[src/rtl/stat_resp_pkg.sv]
package stat_resp_pkg;

  localparam int WORD_W = 8;

  typedef enum logic [1:0] {
    PH_OPCODE = 2'd0,
    PH_STREAM = 2'd1,
    PH_IGNORE = 2'd2
  } phase_e;

  // Word layout: ready, mismatch, fixed code[3:0], protect, page256
  function automatic logic [WORD_W-1:0] pack_status(
    input logic       ready,
    input logic       mismatch,
    input logic [3:0] code,
    input logic       protect,
    input logic       page256
  );
    return {ready, mismatch, code, protect, page256};
  endfunction

endpackage

[src/rtl/stat_resp_sync.sv]
module stat_resp_sync #(
  parameter int             W       = 3,
  parameter int             STAGES  = 2,
  parameter logic [W-1:0]   RST_VAL = '0
) (
  input  logic         clk,
  input  logic         rst_n,
  input  logic [W-1:0] d_in,
  output logic [W-1:0] q_out
);

  logic [STAGES-1:0][W-1:0] chain_q;

  always_ff @(posedge clk or negedge rst_n) begin
    if (!rst_n) begin
      for (int i = 0; i < STAGES; i++) chain_q[i] <= RST_VAL;
    end else begin
      chain_q[0] <= d_in;
      for (int i = 1; i < STAGES; i++) chain_q[i] <= chain_q[i-1];
    end
  end

  assign q_out = chain_q[STAGES-1];

endmodule

[src/rtl/stat_resp_rx.sv]
module stat_resp_rx
  import stat_resp_pkg::*;
#(
  parameter logic [WORD_W-1:0] OPCODE = 8'hD7
) (
  input  logic   clk,
  input  logic   rst_n,
  input  logic   sel,
  input  logic   sck_rise,
  input  logic   mosi_s,
  output phase_e phase,
  output logic   start
);

  localparam int                CNT_W = $clog2(WORD_W);
  localparam logic [CNT_W-1:0]  LAST  = CNT_W'(WORD_W - 1);

  phase_e              phase_q, phase_d;
  logic [CNT_W-1:0]    cnt_q, cnt_d;
  logic [WORD_W-1:0]   byte_q, byte_d;

  always_comb begin
    phase_d = phase_q;
    cnt_d   = cnt_q;
    byte_d  = byte_q;
    start   = 1'b0;
    if (!sel) begin
      phase_d = PH_OPCODE;
      cnt_d   = '0;
    end else if (sck_rise && phase_q == PH_OPCODE) begin
      byte_d = {byte_q[WORD_W-2:0], mosi_s};
      if (cnt_q == LAST) begin
        cnt_d = '0;
        if (byte_d == OPCODE) begin
          phase_d = PH_STREAM;
          start   = 1'b1;
        end else begin
          phase_d = PH_IGNORE;
        end
      end else begin
        cnt_d = cnt_q + 1'b1;
      end
    end
  end

  always_ff @(posedge clk or negedge rst_n) begin
    if (!rst_n) begin
      phase_q <= PH_OPCODE;
      cnt_q   <= '0;
      byte_q  <= '0;
    end else begin
      phase_q <= phase_d;
      cnt_q   <= cnt_d;
      byte_q  <= byte_d;
    end
  end

  assign phase = phase_q;

endmodule

[src/rtl/stat_resp_tx.sv]
module stat_resp_tx
  import stat_resp_pkg::*;
(
  input  logic              clk,
  input  logic              rst_n,
  input  logic              sel,
  input  logic              sck_rise,
  input  logic              sck_fall,
  input  logic              start,
  input  logic              streaming,
  input  logic [WORD_W-1:0] status_in,
  output logic              miso,
  output logic              miso_oe,
  output logic              reload
);

  localparam int               CNT_W = $clog2(WORD_W);
  localparam logic [CNT_W-1:0] LAST  = CNT_W'(WORD_W - 1);

  logic [WORD_W-1:0] sh_q, sh_d;
  logic [CNT_W-1:0]  cnt_q, cnt_d;
  logic              so_q, so_d;
  logic              oe_q, oe_d;

  always_comb begin
    sh_d   = sh_q;
    cnt_d  = cnt_q;
    so_d   = so_q;
    oe_d   = oe_q;
    reload = 1'b0;
    if (start) begin
      sh_d   = status_in;
      cnt_d  = '0;
      so_d   = 1'b0;
      oe_d   = 1'b1;
      reload = 1'b1;
    end else if (!streaming || !sel) begin
      cnt_d = '0;
      so_d  = 1'b0;
      oe_d  = 1'b0;
    end else begin
      if (sck_fall) begin
        so_d = sh_q[WORD_W-1];
        sh_d = {sh_q[WORD_W-2:0], 1'b0};
      end
      if (sck_rise) begin
        if (cnt_q == LAST) begin
          cnt_d  = '0;
          sh_d   = status_in;
          reload = 1'b1;
        end else begin
          cnt_d = cnt_q + 1'b1;
        end
      end
    end
  end

  always_ff @(posedge clk or negedge rst_n) begin
    if (!rst_n) begin
      sh_q  <= '0;
      cnt_q <= '0;
      so_q  <= 1'b0;
      oe_q  <= 1'b0;
    end else begin
      sh_q  <= sh_d;
      cnt_q <= cnt_d;
      so_q  <= so_d;
      oe_q  <= oe_d;
    end
  end

  assign miso    = so_q;
  assign miso_oe = oe_q;

endmodule

[src/rtl/stat_resp.sv]
module stat_resp
  import stat_resp_pkg::*;
#(
  parameter int                SYNC_STAGES = 2,
  parameter logic [WORD_W-1:0] OPCODE      = 8'hD7,
  parameter logic [3:0]        CODE        = 4'b1001
) (
  input  logic clk,
  input  logic rst_n,
  input  logic spi_sck,
  input  logic spi_cs_n,
  input  logic spi_mosi,
  output logic spi_miso,
  output logic spi_miso_oe,
  input  logic st_ready,
  input  logic st_mismatch,
  input  logic st_protect,
  input  logic st_page256
);

  logic [2:0]        pins_s;
  logic              sck_prev_q;
  logic              sel, sck_rise, sck_fall, start, reload, streaming;
  phase_e            phase;
  logic [WORD_W-1:0] status_word;

  // {cs_n, sck, mosi}; select idles high
  stat_resp_sync #(.W(3), .STAGES(SYNC_STAGES), .RST_VAL(3'b100)) u_sync (
    .clk  (clk),
    .rst_n(rst_n),
    .d_in ({spi_cs_n, spi_sck, spi_mosi}),
    .q_out(pins_s)
  );

  always_ff @(posedge clk or negedge rst_n) begin
    if (!rst_n) sck_prev_q <= 1'b0;
    else        sck_prev_q <= pins_s[1];
  end

  assign sel       = !pins_s[2];
  assign sck_rise  = pins_s[1] & !sck_prev_q;
  assign sck_fall  = !pins_s[1] & sck_prev_q;
  assign streaming = (phase == PH_STREAM);

  assign status_word = pack_status(st_ready, st_mismatch, CODE, st_protect, st_page256);

  stat_resp_rx #(.OPCODE(OPCODE)) u_rx (
    .clk     (clk),
    .rst_n   (rst_n),
    .sel     (sel),
    .sck_rise(sck_rise),
    .mosi_s  (pins_s[0]),
    .phase   (phase),
    .start   (start)
  );

  stat_resp_tx u_tx (
    .clk      (clk),
    .rst_n    (rst_n),
    .sel      (sel),
    .sck_rise (sck_rise),
    .sck_fall (sck_fall),
    .start    (start),
    .streaming(streaming),
    .status_in(status_word),
    .miso     (spi_miso),
    .miso_oe  (spi_miso_oe),
    .reload   (reload)
  );

endmodule

[config.mk]
export PLATFORM = sky130hd
export DESIGN_NAME = stat_resp
export DESIGN_NICKNAME = d
export VERILOG_FILES = /design/src/rtl/stat_resp_pkg.sv /design/src/rtl/stat_resp_sync.sv /design/src/rtl/stat_resp_rx.sv /design/src/rtl/stat_resp_tx.sv /design/src/rtl/stat_resp.sv
export SDC_FILE = /design/constraint.sdc
export NUM_CORES = 1
export LEC_CHECK = 0
export BUFFER_PORTS_ARGS = -buffer_cell sky130_fd_sc_hd__buf_2
export CELL_PAD_IN_SITES_DETAIL_PLACEMENT = 1
export CELL_PAD_IN_SITES_GLOBAL_PLACEMENT = 1
export CORE_MARGIN = 2
export CORE_UTILIZATION = 45
export DETAILED_ROUTE_END_ITERATION = 6
export HOLD_SLACK_MARGIN = 0.02
export PLACE_DENSITY = 0.78
export SLEW_MARGIN = 10
export SYNTH_ARGS = -nofsm -noshare
export SYNTH_HDL_FRONTEND = slang
export SYNTH_SLANG_ARGS = --single-unit
[constraint.sdc]
create_clock -name clk -period 2.7 [get_ports clk]
set_clock_uncertainty 0.15 [all_clocks]
set_input_delay 0.675 -clock clk [delete_from_list [all_inputs] [get_ports clk]]
set_output_delay 0.675 -clock clk [all_outputs]
set_load 0.1 [all_outputs]
==> insert_results.sql <==
INSERT INTO impl_metrics (metric_group, metric, value, unit) VALUES
('timing', 'final-hold-violation-count', '0', ''),
('worst_setup_path', 'crit_path_end_kind', 'flop', ''),
('timing', 'final_max_slew_viol_count', '0', ''),
('power_and_ir_drop', 'report.power.total', '934', 'uW'),
('place', 'hpwl', '1.87', 'mm'),
('drt', 'num_vias', '890', ''),
('cts', 'cts_made_buffers', '5', ''),
('drt', 'drt-wirelength-per-cell', '15.4', 'um'),
('global_route', 'grtUsageTotal', '0.175', ''),
('logic_synthesis', 'synthDistinctLibCells', '34', ''),
('cts', 'cts_tree', 'done', ''),
('final_layout', 'share_of_layout_cells_above_drive_strength_1', '0.268', ''),
('power_and_ir_drop', 'p_int', '704', 'uW'),
('min_path', 'instance_count_along_the_most_critical_hold_path', '0', ''),
('global_route', 'grt_antenna_before_repair', '0', ''),
('run', 'timing.max_cap.violations', '0', ''),
('timing', 'rsz0062_at_grt', 'false', ''),
('worst_setup_path', 'timing.setup.critical_path_class', 'flop to flop', ''),
('power_and_ir_drop', 'clockPowerShare', '0.301', ''),
('timing', 'share_of_the_cycle_needed_by_the_critical_path_after_routing', '0.837', ''),
('timing', 'timing.fmax', '0.443', 'GHz'),
('worst_setup_path', 'crit_path_max_fanout', '8', ''),
('place', 'gp_routability_congestion', '0.799', ''),
('min_path', 'holdPathEnd', 'u_sync.q_out[1]', ''),
('timing', 'finalWorstPathRequiredPeriod', '2.26', 'ns'),
('logic_synthesis', 'edff_count_synth', '0', ''),
('drt', 'detailedRoute.firstPassIterationCount', '4', ''),
('floorplan', 'dieArea', '0.00350', 'mm2'),
('drt', 'drcViolationCount', '0', ''),
('cts', 'h-tree-depth', '2', ''),
('power_and_ir_drop', 'p_leak', '0.000717', 'uW'),
('drt', 'postRouteAntennaNets', '0', ''),
('timing', 'number_of_setup_violations_in_the_final_report', '0', ''),
('drt', 'drt_iter0_markers', '26', ''),
('power_and_ir_drop', 'switching_share', '0.246', ''),
('global_route', 'number_of_global_route_vias_before_repair', '986', ''),
('cts', 'postcts_setup_bufs', '0', ''),
('global_route', 'grt_pass1_wl', '4.46', 'mm'),
('final_layout', 'finalNetCount', '139', ''),
('global_route', 'grt_start_max_net_pins', '33', ''),
('logic_synthesis', 'postSynth.topFlopCell', 'sky130_fd_sc_hd__dfrtp_1', ''),
('global_route', 'grt_overflow_total', '0', ''),
('floorplan', 'dieWidth', '59.2', 'um'),
('power_and_ir_drop', 'power_density', '624', 'mW/mm2'),
('logic_synthesis', 'async_flop_share', '1.00', ''),
('logic_synthesis', 'synth_top_area_frac', '0.548', ''),
('worst_setup_path', 'regToRegSetupSlack', '0.44', 'ns'),
('worst_setup_path', 'worst-endpoint-arrival', '2.33', 'ns'),
('logic_synthesis', 'ys_seq_area_frac', '0.586', ''),
('logic_synthesis', 'mappedNetlistNets', '126', ''),
('logic_synthesis', 'number_of_warning_messages_in_the_yosys_log', '0', ''),
('cts', 'postCtsResizedCells', '0', ''),
('cts', 'holdBufCountCts', '0', ''),
('cts', 'root_buffer_cell', 'sky130_fd_sc_hd__clkbuf_4', ''),
('place', 'port_buffers', '10', ''),
('floorplan', 'design.portCount', '11', ''),
('logic_synthesis', 'yosys.area.top_type', 'sky130_fd_sc_hd__dfrtp_1', ''),
('final_layout', 'finalCoreUtilization', '0.502', ''),
('power_and_ir_drop', 'net-switching-power', '229', 'uW'),
('final_layout', 'diodes', '0', ''),
('min_path', 'timing.hold.worst.start', 'u_sync.chain_q[1]', ''),
('floorplan', 'initial_core_util', '0.460', ''),
('min_path', 'worst_hold_path_type', 'flop to flop', ''),
('worst_setup_path', 'worst_r2r_endpoint', 'u_tx.sh_q[0]', ''),
('drt', 'viasPerCell', '5.56', ''),
('floorplan', 'placementRows', '20', ''),
('logic_synthesis', 'yosysMostFrequentCell', 'sky130_fd_sc_hd__dfrtp_1', ''),
('status', 'outcome', 'finished, final reports clean', ''),
('cts', 'max-clock-path-buffers', '2', ''),
('worst_setup_path', 'worstRegToRegCells', '4', ''),
('logic_synthesis', 'post_synth.cell_area_avg', '12.1', 'um2');
power by group through the flow:
stage          combinational (uW)  clock, uW  sequential [uW]
2_1_floorplan                67.8          0              562
3_3_place_gp                 83.6          0              570
3_5_place_dp                 87.4          0              579
4_1_cts                      87.3        295              569
5_1_grt                      98.1        317              575
6_report                     85.3        281              567
logic make-up (layout without fill, tap and decap cells):
family,count (synthesis),count (layout),share of synthesized area
simple gates,33,33,0.142
compound gates,25,25,0.117
fa+ha+maj,4,4,0.0365
buf+inv,8,22,0.0310
mux,11,11,0.0868
flops,32,32,0.586
worst max-delay path, stage by stage (launching register included):
cell and delay (ns):
sky130_fd_sc_hd__dfrtp_1 0.42, sky130_fd_sc_hd__or4b_1 0.73, sky130_fd_sc_hd__nor4_4 0.41, sky130_fd_sc_hd__nor2_1 0.16, sky130_fd_sc_hd__a22o_2 0.29
area by class of cell:
class | instances | area, um2 | area share
clock inverters | 2 | 10.0 | 0.00669
well taps | 33 | 41.3 | 0.0276
flip-flops and latches | 32 | 803 | 0.537
inverters | 4 | 15.0 | 0.0100
repair buffers | 10 | 50.0 | 0.0335
multi-input cells | 73 | 524 | 0.351
clock buffers | 6 | 51.3 | 0.0343
metrics by stage:
step / hold WS, ns / cell area, um2 / std cells / worst slack (ns)
finish: 0.210 / 1500 / 160 / 0.441
global placement: 0.184 / 1430 / 152 / 0.542
CTS: 0.212 / 1500 / 160 / 0.431
global route: 0.220 / 1500 / 160 / 0.346
floorplan: 0.181 / 1370 / 113 / 0.695
detailed placement: 0.190 / 1430 / 152 / 0.447
sequential cells by signal, summed over array words and instances (netlist names):
signal and count:
sck_prev_q 1, u_rx.byte_q 7, u_rx.cnt_q 3, u_rx.phase 2, u_sync.chain_q 3, u_sync.q_out 3, u_tx.cnt_q 3, u_tx.miso 1
u_tx.miso_oe 1, u_tx.sh_q 8
per-layer routing:
layer	track usage	up-vias	wire length [um]
met5	0	-	0
met4	0.0779	0	53
met2	0.294	16	1280
li1	-	428	-
met1	0.200	441	1030
met3	0.0611	5	102
worst max path at each step:
stage                     slack (ns)  cells after the start           end     startpoint
after detailed placement        0.45                      4  u_tx.sh_q[0]  u_rx.phase[1]
after CTS                       0.43                      4  u_tx.sh_q[0]  u_rx.phase[1]
after global routing            0.35                      4  u_tx.sh_q[0]  u_rx.phase[1]
after global placement          0.54                      4  u_tx.sh_q[0]  u_rx.phase[1]
final                           0.44                      4  u_tx.sh_q[0]  u_rx.phase[1]
after floorplan                 0.69                      5  u_tx.sh_q[6]  u_rx.phase[1]
cell usage in the layout (no fill, tap or decap), drive strengths merged, types with 4 or more instances in the layout:
master,n
dfrtp,30
nor2,11
buf,10
a21oi,8
nand2,8
mux2,7
o21ai,6
clkbuf,6
inv,4
mux2i,4
ha,4
(Power assumes the default switching activity.)
